### src/rtl/wp_pkg.sv
package wp_pkg;
   localparam int unsigned DEF_ID_W     = 2;
   localparam int unsigned DEF_ADDR_W   = 5;
   localparam int unsigned DEF_DATA_W   = 8;
   localparam int unsigned DEF_STAGES   = 2;

   function automatic int unsigned frame_bits(input int unsigned id_w,
                                              input int unsigned addr_w,
                                              input int unsigned data_w);
      return id_w + 1 + addr_w + data_w;
   endfunction
endpackage

### src/rtl/wp_sync.sv
module wp_sync #(
   parameter int unsigned WIDTH   = 1,
   parameter int unsigned STAGES  = 2,
   parameter logic [WIDTH-1:0] RST_VAL = '0
) (
   input  logic             clk,
   input  logic             rst_n,
   input  logic [WIDTH-1:0] d,
   output logic [WIDTH-1:0] q
);
   generate
      if (STAGES < 2) begin : g_bad_stages
         $error("wp_sync: STAGES must be at least 2");
      end
   endgenerate

   logic [WIDTH-1:0] chain [STAGES];

   always_ff @(posedge clk or negedge rst_n) begin
      if (!rst_n) begin
         for (int i = 0; i < int'(STAGES); i++) chain[i] <= RST_VAL;
      end else begin
         chain[0] <= d;
         for (int i = 1; i < int'(STAGES); i++) chain[i] <= chain[i-1];
      end
   end

   assign q = chain[STAGES-1];
endmodule

### src/rtl/wp_frame.sv
module wp_frame #(
   parameter int unsigned ID_W   = 2,
   parameter int unsigned ADDR_W = 5,
   parameter int unsigned DATA_W = 8,
   parameter logic [ID_W-1:0] DEV_ID = '1,
   localparam int unsigned FRAME_W = ID_W + 1 + ADDR_W + DATA_W,
   localparam int unsigned CNT_W   = $clog2(FRAME_W + 2)
) (
   input  logic               clk,
   input  logic               rst_n,
   input  logic               idle,
   input  logic               bit_stb,
   input  logic               commit,
   input  logic               din,
   output logic               wr_en,
   output logic [ADDR_W-1:0]  wr_addr,
   output logic [DATA_W-1:0]  wr_data,
   output logic [CNT_W-1:0]   bit_cnt,
   output logic [FRAME_W-1:0] frame
);
   localparam logic [CNT_W-1:0] FULL = CNT_W'(FRAME_W);
   localparam logic [CNT_W-1:0] OVER = CNT_W'(FRAME_W + 1);
   localparam int unsigned DIR_POS   = ADDR_W + DATA_W;

   always_ff @(posedge clk or negedge rst_n) begin
      if (!rst_n) begin
         bit_cnt <= '0;
         frame   <= '0;
      end else if (idle) begin
         bit_cnt <= '0;
      end else if (bit_stb) begin
         frame <= {frame[FRAME_W-2:0], din};
         if (bit_cnt != OVER) bit_cnt <= bit_cnt + 1'b1;
      end
   end

   logic id_ok, dir_ok, len_ok;
   assign id_ok   = frame[FRAME_W-1 -: ID_W] == DEV_ID;
   assign dir_ok  = frame[DIR_POS];
   assign len_ok  = bit_cnt == FULL;
   assign wr_en   = commit && id_ok && dir_ok && len_ok;
   assign wr_addr = frame[DATA_W +: ADDR_W];
   assign wr_data = frame[DATA_W-1:0];
endmodule

### src/rtl/wp_regbank.sv
module wp_regbank #(
   parameter int unsigned ADDR_W = 5,
   parameter int unsigned DATA_W = 8,
   localparam int unsigned NREG  = 1 << ADDR_W
) (
   input  logic                     clk,
   input  logic                     rst_n,
   input  logic                     wr_en,
   input  logic [ADDR_W-1:0]        wr_addr,
   input  logic [DATA_W-1:0]        wr_data,
   output logic [NREG*DATA_W-1:0]   q
);
   generate
      for (genvar g = 0; g < int'(NREG); g++) begin : g_reg
         always_ff @(posedge clk or negedge rst_n) begin
            if (!rst_n)
               q[g*DATA_W +: DATA_W] <= '0;
            else if (wr_en && wr_addr == ADDR_W'(g))
               q[g*DATA_W +: DATA_W] <= wr_data;
         end
      end
   endgenerate
endmodule

### src/rtl/cfg_wport.sv
module cfg_wport #(
   parameter int unsigned ID_W   = wp_pkg::DEF_ID_W,
   parameter int unsigned ADDR_W = wp_pkg::DEF_ADDR_W,
   parameter int unsigned DATA_W = wp_pkg::DEF_DATA_W,
   parameter int unsigned STAGES = wp_pkg::DEF_STAGES,
   parameter logic [ID_W-1:0] DEV_ID = '1,
   localparam int unsigned NREG    = 1 << ADDR_W,
   localparam int unsigned FRAME_W = wp_pkg::frame_bits(ID_W, ADDR_W, DATA_W),
   localparam int unsigned CNT_W   = $clog2(FRAME_W + 2)
) (
   input  logic                   clk,
   input  logic                   rst_n,
   input  logic                   ser_clk,
   input  logic                   sel_n,
   input  logic                   ser_din,
   output logic [NREG*DATA_W-1:0] regs_q
);
   generate
      if (ID_W < 1 || ADDR_W < 1 || DATA_W < 1) begin : g_bad_width
         $error("cfg_wport: field widths must be non-zero");
      end
      if (ADDR_W > 8) begin : g_bad_depth
         $error("cfg_wport: ADDR_W above 8 makes the bank too large");
      end
   endgenerate

   // bit 0: serial clock, bit 1: select (idle high), bit 2: data
   logic [2:0] raw, syn;
   assign raw = {ser_din, sel_n, ser_clk};

   wp_sync #(.WIDTH(3), .STAGES(STAGES), .RST_VAL(3'b010)) u_sync (
      .clk(clk), .rst_n(rst_n), .d(raw), .q(syn));

   logic sclk_prev, sel_prev;
   always_ff @(posedge clk or negedge rst_n) begin
      if (!rst_n) begin
         sclk_prev <= 1'b0;
         sel_prev  <= 1'b1;
      end else begin
         sclk_prev <= syn[0];
         sel_prev  <= syn[1];
      end
   end

   logic sclk_rise, sel_rise, sel_lvl;
   assign sel_lvl   = syn[1];
   assign sclk_rise = syn[0] & ~sclk_prev;
   assign sel_rise  = syn[1] & ~sel_prev;

   logic               wr_en;
   logic [ADDR_W-1:0]  wr_addr;
   logic [DATA_W-1:0]  wr_data;
   logic [CNT_W-1:0]   bit_cnt;
   logic [FRAME_W-1:0] frame;

   wp_frame #(.ID_W(ID_W), .ADDR_W(ADDR_W), .DATA_W(DATA_W), .DEV_ID(DEV_ID)) u_frame (
      .clk(clk), .rst_n(rst_n), .idle(sel_lvl), .bit_stb(sclk_rise),
      .commit(sel_rise), .din(syn[2]), .wr_en(wr_en), .wr_addr(wr_addr),
      .wr_data(wr_data), .bit_cnt(bit_cnt), .frame(frame));

   wp_regbank #(.ADDR_W(ADDR_W), .DATA_W(DATA_W)) u_bank (
      .clk(clk), .rst_n(rst_n), .wr_en(wr_en), .wr_addr(wr_addr),
      .wr_data(wr_data), .q(regs_q));
endmodule

### config.mk
export PLATFORM = sky130hd
export DESIGN_NAME = cfg_wport
export DESIGN_NICKNAME = d
export VERILOG_FILES = /design/src/rtl/wp_pkg.sv /design/src/rtl/wp_sync.sv /design/src/rtl/wp_frame.sv /design/src/rtl/wp_regbank.sv /design/src/rtl/cfg_wport.sv
export SDC_FILE = /design/constraint.sdc
export NUM_CORES = 1
export LEC_CHECK = 0
export BUFFER_PORTS_ARGS = -buffer_cell sky130_fd_sc_hd__buf_2
export CELL_PAD_IN_SITES_DETAIL_PLACEMENT = 0
export CELL_PAD_IN_SITES_GLOBAL_PLACEMENT = 2
export CORE_MARGIN = 4
export CORE_UTILIZATION = 35
export CTS_BUF_LIST = sky130_fd_sc_hd__clkbuf_16
export DETAILED_ROUTE_END_ITERATION = 7
export GPL_ROUTABILITY_DRIVEN = 0
export PLACE_DENSITY = 0.72
export SYNTH_ARGS = -nofsm -noshare
export SYNTH_HDL_FRONTEND = slang
export SYNTH_SLANG_ARGS = --single-unit
### constraint.sdc
create_clock -name clk -period 3.1 [get_ports clk]
set_input_delay 0.465 -clock clk [delete_from_list [all_inputs] [get_ports clk]]
set_output_delay 0.465 -clock clk [all_outputs]
set_load 0.005 [all_outputs]
==> results by group, run 1 <==
Run status
  – Status: finished, final reports clean

Clock tree
  – CTS tree: built
  – Cts repair resizes: 0
  – Clk slew on worst S/H paths: 60 ps
  – Longest Clk Path Bufs: 3
  – CTS sink cnt: between 200 and 300
  – CTS buffer count: 31
  – H-tree depth: 1
  – Worst-Skew Late Latency: about 560 ps
  – CTS Root Buffer Type: clkbuf_16

Worst setup path
  – Worst reg2reg path startpoint: u_sync.q[1]
  – Worst Setup SP: u_sync.q[1]
  – CP required: ~3500 ps
  – Crit end category: register
  – Critical Path AT: 3120 ps
  – Critical path class: reg2reg
  – Worst Path Max Fanout: 10
  – Type of origin of the critical path: register

Yosys
  – Commonest cells post-synth: 282 x dfrtp_1, 258 x mux2_2, 32 x clkbuf_1
  – Post-synth EDFFs: 0
  – Sequential area share after synthesis: a little over three fifths
  – Area share of the largest cell type after synthesis: 62.0%
  – Most frequent cell after synthesis: dfrtp_1
  – Synthesized net count: 687
  – Synthesized area: ~0.011 sq mm
  – Warnings, synthesis: 0
  – Avg Inst Size Synth: 16.8 sq um
  – Main flop type after synthesis: dfrtp_1
  – FFs w/ async S/R, synth: 100%
  – Synth cell types: 33
  – Yosys reg bits: 285
  – Post-synth top area cell: dfrtp_1
  – Cells after Synth: roughly 680
  – Synth area leaders: dfrtp_1 62%, mux2_2 26%, nor4_4 4.7%

Die
  – Row cnt: 65
  – Die Span Y: 188 um
  – Core Area: between 0.03 and 0.04 sq mm
  – Starting Density: a little over a third
  – DIE WIDTH: ~190 um
  – Total die area: ~0.035 sq mm
  – Num ports: around 260

Detailed routing
  – Pre-Repair DR Iteration Count: 4
  – WL final: 30.3 mm
  – WL/cell: 21.4 um
  – Vias: between 6000 and 7000
  – Post-DRT Antenna Nets: 0
  – Detailed Route Iter0 Violations: about 250
  – DRC: 0
  – Vias per Instance: approximately 4.8

Cells and area
  – Nets: ~970
  – Footprint of the multi-input gates: about 0.0040 sq mm
  – Layout Cells excl Fill: ~1400
  – Sequential Area: roughly 0.0071 sq mm
  – Filler cell count: 2937
  – Area Growth Syn to Fin: 25.2%
  – Layout cells sized above 1: a little under two thirds
  – Diodes inserted: 0

GRT
  – Largest net degree at the start of global routing: 94
  – Global Route Usage Sum: 16.6%
  – First-pass GRT wire length: about 46 mm
  – Total congestion overflow: 0
  – Initial antenna violation count: 0
  – Vias in the first global route: 7306

Power and ir drop
  – Leak Pwr: between 8 and 9 nW
  – Sw frac: a little over a quarter
  – PD cells: approximately 570 mW/mm^2
  – Flop pwr share: 50.3%
  – Internal power: a little under 0.006 W
  – Tot Pwr: between 0.008 and 0.009 W
  – Psw: roughly 0.0022 W
  – Clock share of power: 42.3%
  – Max VDD drop: roughly 0.00050 V
  – Combinational share of power: under 10%

Timing
  – Final min period: around 2700 ps
  – RSZ-0062 raised after global routing: no
  – Max Fclk: roughly 370 MHz
  – Worst slew pin tran: 1070 ps
  – Share of the clock period used by the worst path: 86.8%
  – Final slew viol count: 0
  – Setup TNS: 0 ps
  – Min setup slack post-route: 408 ps
  – Max-slew headroom: around 29%
  – Final Hold Vio Count: 0
  – Skew final: around 15 ps
  – Setup violators final: 0

Placement
  – DPL Wire Length: ~20 mm
  – Worst setup slack after placement: approximately 400 ps
  – I/O Buffers: 260
  – # placed instances: roughly 1400

Worst hold path
  – Hold Startpoint: ser_clk
  – Hold Crit Class: in2reg

Flow run
  – Max_cap viols: 0
==> through the flow <==
step / utilization [%] / instance area [sq um] / hold slack, ps
5_1_grt: 44.8 / 14200 / 14.4
3_5_place_dp: 41.7 / 13300 / 346
6_report: 44.8 / 14200 / 34.9
3_3_place_gp: 41.7 / 13300 / 333
2_1_floorplan: - / 11400 / 169
4_1_cts: 44.8 / 14200 / 16.4
==> final timing paths <==
check,end,slack [ps],depth (start not counted)
worst max-delay path,u_bank.q[175],410,4
worst min-delay path,u_sync.chain[3],30,1
worst max register to register,u_bank.q[175],410,4
worst min register to register,u_sync.q[0],350,0
max in group asynchronous,sel_prev,1630,3
min in group asynchronous,u_bank.q[0],550,2
==> power groups by stage <==
stage | Combinational, W | Sequential, W | Clock [W]
floorplan | 0.000369 | 0.00390 | 0
global placement | 0.000620 | 0.00416 | 0
detailed placement | 0.000625 | 0.00416 | 0
CTS | 0.000630 | 0.00410 | 0.00355
global route | 0.000657 | 0.00411 | 0.00370
finish | 0.000606 | 0.00408 | 0.00343
==> state kept, by name, summed over array words and instances (netlist names) <==
name	count
sclk_prev	1
sel_prev	1
u_bank.q	256
u_frame.bit_cnt	5
u_frame.frame	16
u_sync.chain	3
u_sync.q	3
==> cell families (layout without fill, tap and decap cells) <==
logic type | Yosys count | after routing | synth area share, %
adder cells (fa/ha/maj) | 3 | 3 | 0.330
AO/OA/AOI/OAI | 7 | 7 | 0.341
buffers and inverters | 51 | 358 | 2.51
AND/OR/NAND/NOR | 59 | 59 | 7.00
flip-flops | 285 | 285 | 62.7
multiplexers | 274 | 274 | 27.1
==> cell usage in the layout, fill, tap and decap left out, drive strengths merged, types with 4 or more instances in the layout <==
master,Yosys,routed
a21oi,4,4
buf,16,295
clkbuf,33,31
clkinv,0,10
dfrtp,282,282
inv,2,16
mux2,273,273
nand3b,4,4
nor4,25,25
or3b,4,4
or4,7,7
==> worst max-delay path: stages, from the launching register on <==
cell and delay [ps]:
dfstp_2 620, nand4b_1 460, buf_4 400, nor4_4 670, mux2_2 400
==> metal layers <==
layer,global-route usage [%],vias up,part of all wire [%]
met4,3.22,0,2.1
met2,27.0,213,46
met1,22.4,3521,44
li1,-,3017,-
met3,5.02,40,7.5
met5,0,-,0
==> area by class of cell <==
class | instances | area share [%]
Timing Repair Buffer | 298 | 11.6
Clock buffer | 31 | 5.45
Inverter | 2 | 0.0527
Sequential cell | 285 | 50.1
Tap cell | 435 | 3.82
Multi-Input combinational cell | 343 | 27.8
Clock inverter | 27 | 1.19
==> repair_timing <==
action                                  CTS  global route
buffers inserted                          0             0
hold buffers                              3             0
hold endpoints to repair                 66             0
endpoints found under the setup margin    0             0
(Power assumes the default switching activity.)
==> run 2, diff against run 1 <==
ABC_AREA = 1   (was default)
CORE_UTILIZATION = 32   (was 35)
GPL_ROUTABILITY_DRIVEN = default   (was 0)
PLACE_DENSITY = 0.77   (was 0.72)
==> run 2 against run 1 <==
  * Area after synthesis is 2.5% higher
  * Critical path depth up 4
  * Utilization fell by 5.0 points
  * Sequential power grew 4%
  * Clock power down 6%
  * Critical endpoint is now u_bank.q[71]
==> results by group, run 2 <==
Placement
  – DPL Wire Length: roughly 23 mm
  – Final RePlAce weighted congestion: around 0.74
  – I/O Buffers: 260

Die
  – Total die area: 0.0396 sq mm
  – Die Span Y: just under 200 um
  – Starting Density: approximately a third
  – Num ports: roughly 260
  – Row cnt: approximately 70
  – Core Area: around 0.036 sq mm
  – DIE WIDTH: between 150 and 200 um

Detailed routing
  – WL met2: 17.1 mm
  – DRC: 0
  – Post-DRT Antenna Nets: 0
  – Detailed Route Iter0 Violations: between 600 and 700
  – Pre-Repair DR Iteration Count: 5
  – Vias: between 9000 and 10000
  – WL met1: 18.1 mm
  – Top routing layer in use: met4
  – Metal3 WL: between 2 and 2.5 mm
  – WL final: around 38 mm
  – WL/cell: between 15 and 20 um
  – Vias per Instance: a little under 5

Timing
  – Final Hold Vio Count: 0
  – Setup violators final: 0
  – Max-slew headroom: approximately 24%
  – Final min period: about 2100 ps
  – Share of the clock period used by the worst path: between 60% and 70%
  – WHS: 343 ps
  – Setup TNS: 0 ps
  – RSZ-0062 raised after global routing: no
  – Skew final: 12.0 ps
  – Worst slew pin tran: ~1100 ps
  – Final slew viol count: 0
  – Max Fclk: approximately 470 MHz

Yosys
  – Synth cell types: 21
  – Post-synth top area cell: dfrtp_1
  – Synthesized net count: around 1300
  – Yosys reg bits: between 200 and 300
  – Avg Inst Size Synth: 9.00 sq um
  – Synth area leaders: dfrtp_1 61%, nand2_1 18%, nand3_1 11%
  – Post-synth EDFFs: 0
  – Sequential area share after synthesis: 61.2%
  – Area share of and/or/nand/nor cells after synthesis: between 30% and 40%
  – Most frequent cell after synthesis: nand2_1
  – Main flop type after synthesis: dfrtp_1
  – Warnings, synthesis: 0
  – Adder-cell area share of the yosys netlist: 0.322%
  – Compound-Gate Fraction of Synth Area: 0.901%
  – Synthesized area: ~0.012 sq mm
  – Commonest cells post-synth: 549 x nand2_1, 282 x dfrtp_1, 266 x nand3_1
  – FFs w/ async S/R, synth: between 90% and 100%
  – Mux share of post-synthesis cell area: 0%
  – Area share of the largest cell type after synthesis: about three fifths
  – Largest family of logic cells by synthesized area: simple AND/OR/NAND/NOR gates
  – Synth Area in XOR/XNOR: 0%
  – Cells after Synth: between 1000 and 1500

Clock tree
  – CTS tree: built
  – H-tree depth: 1
  – Clk slew on worst S/H paths: approximately 60 ps
  – CTS sink cnt: around 290
  – Worst-Skew Late Latency: around 560 ps
  – Longest Clk Path Bufs: 3
  – CTS buffer count: 31
  – Cts repair resizes: 0
  – CTS Root Buffer Type: clkbuf_16
  – Post-CTS Setup Inserts: 0

GRT
  – Vias in the first global route: around 9400
  – Initial antenna violation count: 0
  – Global Route Usage Sum: between 10% and 20%
  – First-pass GRT wire length: around 58 mm
  – Total congestion overflow: 0
  – Largest net degree at the start of global routing: around 130

Worst setup path
  – Type of origin of the critical path: register
  – CP required: approximately 3500 ps
  – Critical Path AT: 2550 ps
  – Crit end category: register
  – Worst Path Max Fanout: 126
  – Critical path class: reg2reg

Cells and area
  – Sequential Area: between 0.007 and 0.008 sq mm
  – Filler cell count: around 3700
  – Area Growth Syn to Fin: 22.0%
  – Commonest cells after routing, fill and taps aside: 549 x nand2_1, 274 x dfrtp_1, 266 x nand3_1
  – Commonest non-fill, non-tap cell in the layout: nand2_1
  – Max reg flops: roughly 260
  – Top reg by flops: u_bank.q
  – Regs by FF count: u_bank.q (256), u_frame.frame (16), u_frame.bit_cnt (5)
  – Layout cells sized above 1: 25.2%
  – Diodes inserted: 0
  – Nets: about 1500
  – Footprint of the multi-input gates: slightly above 0.004 sq mm

Power and ir drop
  – Internal power: about 0.0056 W
  – Combinational share of power: under 10%
  – Max VDD drop: 0.000380 V
  – Leak Pwr: ~8.4 nW
  – Sw frac: around 29%
  – PD cells: approximately 560 mW/mm^2
  – Flop pwr share: 53.4%
  – Clock share of power: between 40% and 50%
  – Psw: around 0.0023 W

Flow run
  – Max_cap viols: 0

Run status
  – Status: finished, final reports clean

Worst hold path
  – Hold Crit Class: reg2reg
==> run 2: changes by cell type after synthesis, sizes merged, moves of 5 or more <==
| cell | before | now |
|---|---|---|
| nand2 | 2 | 583 |
| mux2 | 273 | 0 |
| nand3 | 2 | 266 |
| nor2 | 3 | 33 |
| buf | 16 | 42 |
| nor4 | 25 | 0 |
| inv | 2 | 21 |
| o21ai | 2 | 15 |
| nor3 | 0 | 10 |
| or4 | 7 | 0 |
| clkbuf | 33 | 28 |
==> run 2: path summary, 6_finish.rpt <==
path / from / cells after the start / slack (ps) / to
setup / recovery: u_sync.q[1] / 8 / 990 / u_bank.q[71]
hold / removal: u_sync.chain[3] / 0 / 340 / u_sync.q[0]
setup reg to reg: u_sync.q[1] / 8 / 990 / u_bank.q[71]
hold reg to reg: u_sync.chain[3] / 0 / 340 / u_sync.q[0]
max in group asynchronous: rst_n / 3 / 1790 / u_bank.q[101]
min in group asynchronous: rst_n / 2 / 460 / u_bank.q[113]
==> run 2: repair_timing <==
item	CTS	global route
hold buffers	4	0
setup endpoints to repair	0	0
endpoints found under the hold margin	70	0
==> run 2: worst max-delay path: stages, from the launching register on <==
cell	delay (ps)
dfstp_2	530
inv_2	80
nor2_1	90
nand3_1	120
nor2_4	180
buf_12	400
nand2_2	250
nand2_1	130
nand2_1	50
==> run 2: cells by family (layout without fill, tap and decap cells) <==
logic type / count (synthesis) / in the layout
AND/OR/NAND/NOR: 896 / 896
flip-flops: 285 / 285
buffers and inverters: 91 / 347
AO/OA/AOI/OAI: 21 / 21
adder cells (fa/ha/maj): 3 / 3
==> run 2: layout make-up <==
cell class	count	area share, %
tap	461	4.05
clock buffer	31	5.45
inverter	21	0.554
sequential	285	50.2
timing repair buffer	276	10.6
multi-input combinational	920	28.5
clock inverter	19	0.589
==> run 2: power by group through the flow <==
| stage | Combinational [W] | Sequential [W] | Clock [W] |
|---|---|---|---|
| 2_1_floorplan | 0.000478 | 0.00388 | 0 |
| 3_3_place_gp | 0.000462 | 0.00432 | 0 |
| 3_5_place_dp | 0.000468 | 0.00432 | 0 |
| 4_1_cts | 0.000473 | 0.00426 | 0.00335 |
| 5_1_grt | 0.000527 | 0.00427 | 0.00350 |
| 6_report | 0.000458 | 0.00425 | 0.00324 |
==> run 2: metal layers <==
metal	global-route usage, %	up-vias
met5	0	-
met4	3.55	0
met3	3.00	46
met2	28.7	240
met1	28.3	4737
li1	-	4656
==> run 2: per-stage QoR <==
stage | power [W] | cells | util [%] | cell area, sq um | worst slack [ps]
3_5_place_dp | 0.00479 | 1959 | 37.3 | 13300 | 1030
3_3_place_gp | 0.00478 | 1959 | 37.3 | 13300 | 1060
2_1_floorplan | 0.00436 | 1296 | - | 11700 | 1600
6_report | 0.00795 | 2013 | 39.8 | 14200 | 988
4_1_cts | 0.00808 | 2013 | 39.8 | 14200 | 1010
5_1_grt | 0.00830 | 2013 | 39.8 | 14200 | 795
